==> src/rtl/hib_pkg.sv <==
package hib_pkg;
    typedef enum logic [1:0] {
        ST_RUN         = 2'd0,
        ST_HIBERNATE   = 2'd1,
        ST_WAKE_FILTER = 2'd2,
        ST_RESET_HOLD  = 2'd3
    } hib_state_t;
endpackage

==> src/rtl/hib_regs.sv <==
module hib_regs #(
    parameter int ADDR_W  = 8,
    parameter int DATA_W  = 32,
    parameter int HIB_OFS = 'h20,
    parameter int FLT_OFS = 'h24,
    parameter int RST_OFS = 'h28,
    parameter int FLT_MSB = 15,
    parameter int RST_MSB = 11,
    parameter int LSB     = 5
) (
    input  logic              clk,
    input  logic              rst_n,
    input  logic              we,
    input  logic [ADDR_W-1:0] addr,
    input  logic [DATA_W-1:0] wdata,
    input  logic              hibernating,
    output logic [DATA_W-1:0] rdata,
    output logic [FLT_MSB:0]  flt_val,
    output logic [RST_MSB:0]  rst_val,
    output logic              hib_req
);
    localparam logic [ADDR_W-1:0] A_HIB = ADDR_W'(HIB_OFS);
    localparam logic [ADDR_W-1:0] A_FLT = ADDR_W'(FLT_OFS);
    localparam logic [ADDR_W-1:0] A_RST = ADDR_W'(RST_OFS);

    logic [FLT_MSB:LSB] flt_q;
    logic [RST_MSB:LSB] rst_q;

    always_ff @(posedge clk or negedge rst_n) begin
        if (!rst_n) begin
            flt_q <= '0;
            rst_q <= '0;
        end else if (we) begin
            if (addr == A_FLT) flt_q <= wdata[FLT_MSB:LSB];
            if (addr == A_RST) rst_q <= wdata[RST_MSB:LSB];
        end
    end

    assign flt_val = {flt_q, {LSB{1'b0}}};
    assign rst_val = {rst_q, {LSB{1'b0}}};
    assign hib_req = we && (addr == A_HIB) && wdata[0];

    always_comb begin
        rdata = '0;
        unique case (addr)
            A_HIB:   rdata[0] = hibernating;
            A_FLT:   rdata[FLT_MSB:LSB] = flt_q;
            A_RST:   rdata[RST_MSB:LSB] = rst_q;
            default: rdata = '0;
        endcase
    end


    flt_keep_chk: assert property (@(posedge clk) disable iff (!rst_n)
        (we && addr == A_FLT) |=> (flt_val == {$past(wdata[FLT_MSB:LSB]), {LSB{1'b0}}}));
endmodule

==> src/rtl/hib_wake_filter.sv <==
module hib_wake_filter #(
    parameter int CNT_W = 16
) (
    input  logic             clk,
    input  logic             rst_n,
    input  logic             start,
    input  logic             active,
    input  logic             wake_n,
    input  logic [CNT_W-1:0] limit,
    output logic             qualified
);
    logic [CNT_W-1:0] cnt_q;

    assign qualified = active && (cnt_q >= limit);

    always_ff @(posedge clk or negedge rst_n) begin
        if (!rst_n) begin
            cnt_q <= '0;
        end else if (start) begin
            cnt_q <= CNT_W'(1);
        end else if (active && !qualified) begin
            if (wake_n) cnt_q <= '0;
            else        cnt_q <= cnt_q + 1'b1;
        end else if (!active) begin
            cnt_q <= '0;
        end
    end


    restart_chk: assert property (@(posedge clk) disable iff (!rst_n)
        (active && !qualified && wake_n) |=> (cnt_q == '0));
endmodule

==> src/rtl/hib_rst_hold.sv <==
module hib_rst_hold #(
    parameter int CNT_W = 12
) (
    input  logic             clk,
    input  logic             rst_n,
    input  logic             active,
    input  logic [CNT_W-1:0] limit,
    output logic             done
);
    logic [CNT_W-1:0] cnt_q;
    logic [CNT_W:0]   next_cnt;

    assign next_cnt = {1'b0, cnt_q} + 1'b1;
    assign done     = active && (next_cnt >= {1'b0, limit});

    always_ff @(posedge clk or negedge rst_n) begin
        if (!rst_n)                cnt_q <= '0;
        else if (!active || done)  cnt_q <= '0;
        else                       cnt_q <= next_cnt[CNT_W-1:0];
    end
endmodule

==> src/rtl/hib_seq.sv <==
module hib_seq
    import hib_pkg::*;
#(
    parameter int ADDR_W  = 8,
    parameter int DATA_W  = 32,
    parameter int HIB_OFS = 'h20,
    parameter int FLT_OFS = 'h24,
    parameter int RST_OFS = 'h28,
    parameter int FLT_MSB = 15,
    parameter int RST_MSB = 11,
    parameter int LSB     = 5
) (
    input  logic              clk,
    input  logic              rst_n,
    input  logic              bus_we,
    input  logic [ADDR_W-1:0] bus_addr,
    input  logic [DATA_W-1:0] bus_wdata,
    output logic [DATA_W-1:0] bus_rdata,
    input  logic              wake_n,
    output logic              pwr_en,
    output logic              sys_rst_n
);
    localparam int FLT_W = FLT_MSB + 1;
    localparam int RST_W = RST_MSB + 1;

    hib_state_t       state_q, state_d;
    logic [FLT_W-1:0] flt_val;
    logic [RST_W-1:0] rst_val;
    logic             hib_req, qualified, hold_done, hibernating;

    assign hibernating = (state_q == ST_HIBERNATE) || (state_q == ST_WAKE_FILTER);

    hib_regs #(
        .ADDR_W(ADDR_W), .DATA_W(DATA_W), .HIB_OFS(HIB_OFS), .FLT_OFS(FLT_OFS),
        .RST_OFS(RST_OFS), .FLT_MSB(FLT_MSB), .RST_MSB(RST_MSB), .LSB(LSB)
    ) u_regs (
        .clk(clk), .rst_n(rst_n), .we(bus_we), .addr(bus_addr), .wdata(bus_wdata),
        .hibernating(hibernating), .rdata(bus_rdata), .flt_val(flt_val),
        .rst_val(rst_val), .hib_req(hib_req)
    );

    hib_wake_filter #(.CNT_W(FLT_W)) u_filter (
        .clk(clk), .rst_n(rst_n),
        .start((state_q == ST_HIBERNATE) && !wake_n),
        .active(state_q == ST_WAKE_FILTER),
        .wake_n(wake_n), .limit(flt_val), .qualified(qualified)
    );

    hib_rst_hold #(.CNT_W(RST_W)) u_hold (
        .clk(clk), .rst_n(rst_n), .active(state_q == ST_RESET_HOLD),
        .limit(rst_val), .done(hold_done)
    );

    always_comb begin
        state_d = state_q;
        unique case (state_q)
            ST_RUN:         if (hib_req) state_d = ST_HIBERNATE;
            ST_HIBERNATE:   if (!wake_n) state_d = ST_WAKE_FILTER;
            ST_WAKE_FILTER: begin
                if (qualified)   state_d = ST_RESET_HOLD;
                else if (wake_n) state_d = ST_HIBERNATE;
            end
            ST_RESET_HOLD:  if (hold_done) state_d = ST_RUN;
            default:        state_d = ST_RUN;
        endcase
    end

    always_ff @(posedge clk or negedge rst_n) begin
        if (!rst_n) state_q <= ST_RUN;
        else        state_q <= state_d;
    end

    always_ff @(posedge clk or negedge rst_n) begin
        if (!rst_n) begin
            pwr_en    <= 1'b1;
            sys_rst_n <= 1'b1;
        end else begin
            pwr_en    <= (state_d == ST_RUN) || (state_d == ST_RESET_HOLD);
            sys_rst_n <= (state_d != ST_RESET_HOLD);
        end
    end


    off_no_reset_chk: assert property (@(posedge clk) disable iff (!rst_n)
        !pwr_en |-> sys_rst_n);

    hib_entry_chk: assert property (@(posedge clk) disable iff (!rst_n)
        (state_q == ST_RUN && hib_req) |=> !pwr_en);

    run_hold_chk: assert property (@(posedge clk) disable iff (!rst_n)
        (state_q == ST_RUN && !hib_req) |=> (pwr_en && sys_rst_n));

    power_return_chk: assert property (@(posedge clk) disable iff (!rst_n)
        $rose(pwr_en) |-> !sys_rst_n);

    hold_exit_chk: assert property (@(posedge clk) disable iff (!rst_n)
        $rose(sys_rst_n) |-> pwr_en);
endmodule

==> config.mk <==
export PLATFORM = sky130hd
export DESIGN_NAME = hib_seq
export DESIGN_NICKNAME = d
export VERILOG_FILES = /design/src/rtl/hib_pkg.sv /design/src/rtl/hib_regs.sv /design/src/rtl/hib_wake_filter.sv /design/src/rtl/hib_rst_hold.sv /design/src/rtl/hib_seq.sv
export SDC_FILE = /design/constraint.sdc
export NUM_CORES = 1
export LEC_CHECK = 0
export BUFFER_PORTS_ARGS = -buffer_cell sky130_fd_sc_hd__clkbuf_2
export CAP_MARGIN = 5
export CORE_MARGIN = 5
export CORE_UTILIZATION = 56
export CTS_BUF_LIST = sky130_fd_sc_hd__clkbuf_4 sky130_fd_sc_hd__clkbuf_8
export CTS_CLUSTER_SIZE = 28
export DETAILED_ROUTE_END_ITERATION = 10
export PLACE_DENSITY = 0.87
export SYNTH_ARGS = -nofsm -noshare
export SYNTH_HDL_FRONTEND = slang
export SYNTH_SLANG_ARGS = --single-unit
==> constraint.sdc <==
create_clock -name clk -period 3.2 [get_ports clk]
set_input_delay 0.48 -clock clk [delete_from_list [all_inputs] [get_ports clk]]
set_output_delay 0.48 -clock clk [all_outputs]
set_load 0.005 [all_outputs]
==> results of run 1 <==
cells in the mapped netlist (4+ instances only):
cell type	instances	area share [%]
a21oi_1	11	1.7
ha_1	26	10
a21o_1	4	0.93
xnor2_1	5	1.4
buf_4	21	4.9
o21ai_0	14	2.2
mux2_2	18	6.3
nor2b_1	7	1.4
nand4_1	9	1.7
nor3_1	4	0.62
nor2_1	19	2.2
nand2b_1	4	0.78
and2_1	7	1.4
or3_1	8	1.6
nand3_1	19	3.0
dfrtp_1	48	37
nand2_1	25	2.9
xor2_1	6	1.6
inv_1	32	3.7
a22o_1	7	1.9
through the flow:
stage               setup WS (ns)  instance area, um2
CTS                         0.113                3500
finish                      0.279                3500
floorplan                   0.639                3290
global placement            0.254                3390
global route              -0.0410                3500
detailed placement          0.168                3390
registers in the layout (all words and copies together) (netlist names):
signal and flops:
u_filter.cnt_q 16, u_hold.cnt_q 12, u_regs.flt_q 11, u_regs.rst_q 7, state_q 2, pwr_en 1
sys_rst_n 1
cell type report:
class                   instances  area share, %
multi-input cells             248           49.4
flip-flops and latches         50           35.8
repair buffers                 39           5.72
inverters                      32           3.43
well taps                      72           2.57
clock buffers                   5           1.96
clock inverters                 3           1.14
where the power goes:
| part | leakage, nW | switching (mW) | internal, mW |
|---|---|---|---|
| sequential | 0.688 | 0.0275 | 0.659 |
| combinational | 0.931 | 0.191 | 0.118 |
| clock | 0.0579 | 0.207 | 0.230 |
| total | 1.68 | 0.425 | 1.01 |
worst max-delay path: cells and delay by family, from the launching register on:
family          cells  cell delay [ns]
xor+xnor            1             0.16
buf+inv             1             0.06
flops               1             0.41
compound gates      2             0.34
simple gates        5             1.02
fa+ha+maj           3             0.87
cell usage in the layout (no fill, tap or decap), types with 5 or more instances in the layout:
| cell | instances |
|---|---|
| dfrtp_1 | 48 |
| clkbuf_2 | 37 |
| inv_1 | 32 |
| ha_1 | 26 |
| nand2_1 | 25 |
| conb_1 | 20 |
| nand3_1 | 19 |
| nor2_1 | 19 |
| mux2_2 | 18 |
| o21ai_0 | 14 |
| a21oi_1 | 11 |
| nand4_1 | 9 |
| or3_1 | 8 |
| nor2b_1 | 7 |
| a22o_1 | 7 |
| and2_1 | 7 |
| xor2_1 | 6 |
| xnor2_1 | 5 |
| clkbuf_8 | 5 |
per-layer routing:
metal | vias up | GRT usage, % | part of all wire (%)
met5 | - | 0 | 0
met4 | 0 | 4.60 | 1.1
met3 | 8 | 2.98 | 4.6
met2 | 58 | 33.2 | 52
met1 | 1195 | 25.2 | 42
li1 | 1226 | - | -
final timing paths:
| path | depth (start not counted) | start | end | slack [ns] |
|---|---|---|---|---|
| setup / recovery | 12 | u_hold.cnt_q[0] | pwr_en | 0.28 |
| hold / removal | 2 | rst_n | u_regs.flt_q[14] | 0.27 |
| setup reg to reg | 12 | u_hold.cnt_q[0] | pwr_en | 0.28 |
| hold reg to reg | 1 | u_hold.cnt_q[0] | u_hold.cnt_q[0] | 0.51 |
| max in group asynchronous | 2 | rst_n | u_regs.flt_q[7] | 2.50 |
| min in group clk | 2 | bus_wdata[13] | u_regs.flt_q[13] | 0.41 |
kinds of logic after synthesis:
kind of cell / count (synthesis) / share of synthesized area (%)
compound gates: 55 / 12.2
flops: 50 / 39.0
other cells: 1 / 0.117
buf+inv: 58 / 9.68
xor+xnor: 11 / 2.99
simple gates: 118 / 19.7
mux: 18 / 6.30
fa+ha+maj: 26 / 10.1
==> results.json, run 1 <==
{
  "outcome": "finished clean",
  "cpMaxStageDelayCell": "dfrtp_1",
  "cpPeakStageDelay_ns": 0.41,
  "p_per_area_nw_per_um2": 409,
  "synth_ff_type": "dfrtp_1",
  "finalCriticalPeriod_ns": 2.92,
  "insertion_delay_ns": 0.30,
  "syn-instance-count": 337,
  "path_max_fanout": 5,
  "diodes": 0,
  "ys_types": 48,
  "arrival_ns": 3.17,
  "maxSlewHeadroom_pct": 41.8,
  "cts_tree": "yes",
  "required_ns": 3.45,
  "ys_seq_area_share_pct": 39.0,
  "max_cap_viol_count": 0,
  "die-width_um": 85.8,
  "die_area_um2": 7360,
  "nNetsFinal": 446,
  "ant_nets": 0,
  "cts_buffers": 5,
  "cts_setup_buffers": 0,
  "slew_viol_final": 0,
  "ys_ff_latch": 50,
  "yosys_warnings": 0,
  "power_mw": 1.43,
  "cts_resized": 0,
  "vias": 2487,
  "dp.cells": 441,
  "cp_cell_sequence": "ha_1, nand4_1, nor2_1, nand3_1, xnor2_1, ha_1, nand3_1, or3_1, o211ai_1, o311ai_1, ha_1, inv_1",
  "htreeDepth": 2,
  "hold_viol": 0,
  "irDropWorstVdd_mv": 0.275,
  "setup_violations": 0,
  "crit_path_frequent_cell": "ha_1",
  "cts_buffer_depth": 2,
  "drive_gt1_share_pct": 19.9,
  "rsz0062_at_grt": "true",
  "initial_core_util_pct": 58.1,
  "fin_cells": 449,
  "io-pin-count": 78,
  "synth-edff-count": 0,
  "grt_max_degree": 51,
  "syn_area_um2": 3220,
  "path_clk_slew_ns": 0.09,
  "fmax_mhz": 342,
  "drt_iter0_drc": 145,
  "gr-usage-all-layers_pct": 19.2,
  "wirelength_mm": 6.64,
  "areaGrowthSynthToFinish_pct": 8.83,
  "final_util_pct": 63.2,
  "coreArea_um2": 5540,
  "clock-sinks": 50,
  "globalplace.congestion": 0.821,
  "vias_per_cell": 5.54,
  "whs_ns": 0.272,
  "skew_ns": 0.00943,
  "seq_area_um2": 1250,
  "worstSetupPathType": "reg -> reg",
  "rows": 27,
  "drc": 0,
  "gr-total-overflow": 0,
  "grt_pass1_wl_mm": 11.4,
  "period_share_pct": 91.3,
  "wire_per_inst_um": 14.8,
  "die_h_um": 85.8,
  "hold_path_class": "in -> async",
  "cts-root-buf": "clkbuf_8",
  "tightest_slew_ns": 0.871,
  "p_leak_nw": 1.68,
  "synthArstFlopShare_pct": 100,
  "tns_ns": 0,
  "hpwl_mm": 5.20,
  "antenna_found_initial": 0,
  "worst_setup_path_end_kind": "flip-flop",
  "cts_hold_buf": 0,
  "firstDrtPassIters": 4,
  "grt_pass1_vias": 2412,
  "fillCellCount": 459,
  "multi_input_area_um2": 1730,
  "start_kind": "flip-flop",
  "io_buffers": 37,
  "synth.avg_cell_area_um2": 9.55
}
Power figures use the tool's default switching activity.
==> run 2: changes to the inputs <==
Settings changed: CORE_UTILIZATION 56 to 60, PLACE_DENSITY 0.87 to 0.92.
Clock period 3.2 ns to 3.65 ns, I/O delays scaled along.
==> results.json, run 2 (synthesized netlist as in run 1, its figures left out) <==
{
  "cts_resized": 0,
  "finalCriticalPeriod_ns": 2.98,
  "maxSlewHeadroom_pct": 36.3,
  "layout_commonest_cell": "dfrtp_1",
  "start_kind": "flip-flop",
  "initial_core_util_pct": 62.2,
  "io_buffers": 37,
  "power_mw": 1.20,
  "gr-total-overflow": 0,
  "gr-usage-all-layers_pct": 20.3,
  "hold_path_class": "in -> async",
  "areaGrowthSynthToFinish_pct": 8.09,
  "grt_pass1_wl_mm": 11.7,
  "ff2ff_path_depth": 13,
  "path_clk_slew_ns": 0.10,
  "hold_viol": 0,
  "setup_violations": 0,
  "irDropWorstVdd_mv": 0.256,
  "outcome": "finished clean",
  "largestRegisters": "u_filter.cnt_q x16, u_hold.cnt_q x12, u_regs.flt_q x11",
  "p_per_area_nw_per_um2": 345,
  "htreeDepth": 2,
  "period_share_pct": 81.7,
  "cts_tree": "yes",
  "die-width_um": 83.2,
  "p_leak_nw": 1.66,
  "tightest_slew_ns": 0.953,
  "drive_gt1_share_pct": 19.6,
  "drc": 0,
  "tns_ns": 0,
  "skew_ns": 0.00878,
  "die_area_um2": 6930,
  "path_max_fanout": 5,
  "max_cap_viol_count": 0,
  "slew_viol_final": 0,
  "globalplace.congestion": 0.900,
  "coreArea_um2": 5170,
  "vias": 2555,
  "largest_reg_flops": 16,
  "final_util_pct": 67.2,
  "wirelength_mm": 6.86,
  "drt_iter0_drc": 169,
  "arrival_ns": 3.24,
  "fillCellCount": 395,
  "ant_nets": 0,
  "hpwl_mm": 5.23,
  "cts_buffers": 5,
  "vias_per_cell": 5.72,
  "cts_setup_buffers": 0,
  "clock-sinks": 50,
  "io-pin-count": 78,
  "cts-root-buf": "clkbuf_8",
  "fmax_mhz": 335,
  "grt_pass1_vias": 2543,
  "dp_slack_ns": 0.678,
  "rsz0062_at_grt": "false",
  "most-common-layout-cells": "dfrtp_1 (48), clkbuf_2 (37), inv_1 (32), ha_1 (26), nand2_1 (25)",
  "timing.final.ws_setup_ns": 0.668,
  "insertion_delay_ns": 0.31,
  "worstSetupPathType": "reg -> reg",
  "antenna_found_initial": 0,
  "wire_per_inst_um": 15.3,
  "worst_setup_path_end_kind": "flip-flop",
  "required_ns": 3.91,
  "die_h_um": 83.2,
  "grt_max_degree": 30,
  "whs_ns": 0.216,
  "cts_hold_buf": 0,
  "cts_buffer_depth": 2,
  "diodes": 0,
  "firstDrtPassIters": 4,
  "nNetsFinal": 446,
  "rows": 26,
  "largest-register": "u_filter.cnt_q"
}
[run 2: cell type report]
| class | instances | area (um2) | share of cell area, % |
|---|---|---|---|
| multi-input combinational | 248 | 1720 | 49.6 |
| inverter | 32 | 120 | 3.45 |
| clock inverter | 3 | 23.8 | 0.683 |
| timing repair buffer | 39 | 200 | 5.76 |
| clock buffer | 5 | 68.8 | 1.98 |
| tap | 70 | 87.6 | 2.52 |
| sequential | 50 | 1250 | 36.0 |
[run 2: through the flow]
step           cells  area [um2]
5_1_grt          447        3480
3_3_place_gp     439        3390
6_report         447        3480
2_1_floorplan    356        3290
4_1_cts          447        3480
3_5_place_dp     439        3390
[run 2: layer usage]
layer | global-route usage (%) | up-vias | part of all wire, %
li1 | - | 1219 | -
met4 | 8.02 | 0 | 2.9
met3 | 3.96 | 18 | 6.4
met2 | 35.1 | 93 | 51
met1 | 24.9 | 1225 | 40
met5 | 0 | - | 0
[run 2: power breakdown]
group | switching (mW) | internal [mW] | total [mW]
Sequential | 0.0235 | 0.578 | 0.601
Combinational | 0.161 | 0.102 | 0.264
Clock | 0.199 | 0.137 | 0.336
[run 2: path summary, 6_finish.rpt]
kind | from | to | slack (ns)
max | u_hold.cnt_q[0] | pwr_en | 0.67
min | rst_n | u_filter.cnt_q[13] | 0.22
max reg2reg | u_hold.cnt_q[0] | pwr_en | 0.67
min reg2reg | u_hold.cnt_q[0] | u_hold.cnt_q[0] | 0.51
max in group asynchronous | rst_n | u_hold.cnt_q[10] | 2.64
min in group clk | bus_wdata[14] | u_regs.flt_q[14] | 0.46
[run 2: worst max-delay path, stage by stage (launching register included)]
cell,delay (ns)
dfrtp_1,0.41
ha_1,0.25
nand4_1,0.19
nor2_1,0.17
xor2_1,0.20
ha_1,0.27
nor2b_1,0.14
o21ai_0,0.16
nand2b_1,0.08
a211oi_1,0.39
o41ai_1,0.15
o21ai_0,0.21
ha_1,0.26
inv_1,0.05
==> run 3: changes to the inputs <==
Settings changed: ABC_AREA from default to 1, CORE_UTILIZATION 60 to 51, PLACE_DENSITY 0.92 to 0.83.
Clock period 3.65 ns to 2.6 ns, I/O delays scaled along.
==> results.json, run 3 <==
{
  "globalplace.congestion": 0.916,
  "worstSetupPathType": "reg -> reg",
  "wire_per_inst_um": 13.9,
  "syn_area_um2": 3380,
  "largestRegisters": "u_filter.cnt_q x16, u_hold.cnt_q x12, u_regs.flt_q x11",
  "p_int_mw": 1.43,
  "tightest_slew_ns": 0.613,
  "timing.final.ws_setup_ns": -0.179,
  "cts_buffer_depth": 2,
  "nNetsFinal": 578,
  "die-width_um": 91.5,
  "layout_commonest_cell": "nand2_1",
  "crit_path_frequent_cell": "nand2_2",
  "diodes": 0,
  "p_per_area_nw_per_um2": 544,
  "p_switching_mw": 0.729,
  "grt_pass1_wl_mm": 13.7,
  "drt_iter0_drc": 217,
  "initial_core_util_pct": 53.0,
  "yosysMostFrequentCell": "nand2_1",
  "final_area_um2": 3970,
  "arrival_ns": 3.03,
  "setup_violations": 13,
  "fmax_mhz": 360,
  "dp.cells": 568,
  "comb_power_share_pct": 32.0,
  "rows": 29,
  "irDropWorstVdd_mv": 0.367,
  "synth-edff-count": 0,
  "violations": "negative setup slack",
  "grt_max_degree": 25,
  "path_clk_slew_ns": 0.09,
  "wirelength_mm": 8.13,
  "io_buffers": 37,
  "path_max_fanout": 3,
  "most-common-layout-cells": "nand2_1 (79), inv_1 (64), nor2_1 (53), dfrtp_1 (48), clkbuf_2 (37)",
  "slew_viol_final": 0,
  "io-pin-count": 78,
  "firstDrtPassIters": 4,
  "areaGrowthSynthToFinish_pct": 17.3,
  "cp_top_family": "simple AND/OR/NAND/NOR gates",
  "fin_cells": 586,
  "period_share_pct": 107,
  "cpPeakStageDelay_ns": 0.39,
  "power_mw": 2.16,
  "antenna_found_initial": 0,
  "ys_top_cells_by_count": "nand2_1 (86), inv_1 (66), nor2_1 (55)",
  "rsz0062_at_grt": "true",
  "seq_power_share_pct": 41.9,
  "cts_hold_buf": 0,
  "drc": 0,
  "largest-register": "u_filter.cnt_q",
  "yosys_warnings": 0,
  "maxSlewHeadroom_pct": 59.1,
  "ant_nets": 0,
  "insertion_delay_ns": 0.31,
  "largest_reg_flops": 16,
  "synthArstFlopShare_pct": 100,
  "yosysTopAreaCell": "dfrtp_1",
  "synth.area.top_cells": "dfrtp_1 (35%), ha_1 (9.6%), nand2_1 (9.5%), inv_1 (7.3%), nor2_1 (6.1%)",
  "die_h_um": 91.5,
  "skew_ns": 0.0100,
  "switching_share_pct": 33.7,
  "synth_ff_type": "dfrtp_1",
  "vias_per_cell": 5.42,
  "cp_cell_sequence": "ha_2, nand2_2, nor2_4, nand4_1, buf_4, buf_6, nand2_4, inv_2, ha_4, nand2_1, inv_1, nand2_1, nor2_2, nand3_1, nand2_2, nand2_2, nand2_4, nand2_2, nand2_2, a21oi_2, ha_1, inv_1",
  "gr-usage-all-layers_pct": 19.4,
  "path_buf_inv": 5,
  "coreArea_um2": 6390,
  "die_area_um2": 8370,
  "cpMaxStageDelayCell": "dfrtp_1",
  "cts-root-buf": "clkbuf_8",
  "required_ns": 2.86,
  "grt_pass1_vias": 3129,
  "htreeDepth": 2,
  "gr-total-overflow": 0,
  "ys_ff_latch": 50,
  "r2r-start": "u_hold.cnt_q[1]",
  "p_leak_nw": 2.01,
  "hold_viol": 0,
  "cts_buffers": 5,
  "synth_top_cell_area_share_pct": 35.5,
  "vias": 3174,
  "worst_setup_path_end_kind": "flip-flop",
  "cts_tree": "yes",
  "postPlaceCellArea_um2": 3640,
  "hpwl_mm": 5.86,
  "ys_seq_area_share_pct": 37.0,
  "max_cap_viol_count": 0,
  "ff2ff_path_depth": 22,
  "start_kind": "flip-flop",
  "synth.avg_cell_area_um2": 7.52,
  "outcome": "complete, but fails checks",
  "clock-sinks": 50,
  "ys_types": 37,
  "tns_ns": -0.407,
  "cp-startpoint": "u_hold.cnt_q[1]",
  "finalCriticalPeriod_ns": 2.78,
  "pwr-share-clk_pct": 26.1,
  "drive_gt1_share_pct": 22.0,
  "hold_path_class": "in -> async",
  "crit_cells": 22,
  "syn-instance-count": 450
}
## run 3: cell count changes after synthesis, sizes merged, moves of 8 or more
cell / delta
nand3: +8
a21oi: +8
inv: +37
mux2: -18
nor3: +8
nand2: +64
nor2: +43
or3: -8
o21ai: +14
## run 3: layout make-up
cell class | count | area, um2
multi-input cells | 322 | 1860
clock inverters | 2 | 37.5
fillers | 524 | 2410
clock buffers | 6 | 76.3
well taps | 77 | 96.3
inverters | 69 | 259
flip-flops and latches | 50 | 1250
repair buffers | 60 | 387
## run 3: kinds of logic (layout without fill, tap and decap cells)
| kind of cell | count (synthesis) | in the layout | synth area share (%) |
|---|---|---|---|
| flip-flops | 50 | 50 | 37.0 |
| other | 1 | 20 | 0.111 |
| AND/OR/NAND/NOR | 203 | 203 | 27.0 |
| AO/OA/AOI/OAI | 63 | 63 | 10.2 |
| XOR/XNOR | 10 | 10 | 2.59 |
| adder cells (fa/ha/maj) | 26 | 26 | 9.61 |
| buffers and inverters | 97 | 137 | 13.4 |
## run 3: path summary, 6_finish.rpt
check,to,slack (ns)
setup / recovery,pwr_en,-0.18
min in group clk,u_regs.flt_q[14],0.29
setup reg to reg,pwr_en,-0.18
hold reg to reg,u_regs.rst_q[9],0.54
hold / removal,u_hold.cnt_q[2],0.07
max in group asynchronous,sys_rst_n,1.81
## run 3: power groups by stage
stage                     clock [mW]  sequential (mW)  combinational, mW
after floorplan                    0            0.911              0.388
after global routing           0.617            0.912              0.778
after detailed placement           0            0.919              0.530
after global placement             0            0.916              0.499
after CTS                      0.575            0.903              0.584
final                          0.565            0.904              0.691
## run 3: through the flow
stage / hold slack (ns) / util (%) / setup slack [ns]
4_1_cts: 0.0944 / 60.4 / -0.0930
3_5_place_dp: 0.432 / 57.0 / -0.160
2_1_floorplan: 0.0944 / - / 0.101
5_1_grt: 0.112 / 62.2 / -0.411
3_3_place_gp: 0.427 / 57.0 / -0.0934
6_report: 0.0701 / 62.2 / -0.179
## run 3: repair_timing
action                                  in CTS  in global routing
pin swaps                                    9                  3
gates cloned                                 0                  1
setup buffers                                5                  5
gates resized for setup                     19                 15
endpoints found under the setup margin       2                 16
## run 3: routing by layer
layer / vias to the layer above / global-route usage [%] / wire length, um
met5: - / 0 / 0
met4: 0 / 7.46 / 195
met3: 24 / 4.13 / 621
met2: 132 / 32.8 / 3960
met1: 1497 / 24.2 / 3350
li1: 1521 / - / -
## run 3: worst register-to-register path: cells and delay by family (launching register included)
kind            cells  cell delay [ns]
flops               1             0.39
compound gates      1             0.05
fa+ha+maj           3             0.74
simple gates       13             1.10
buf+inv             5             0.43
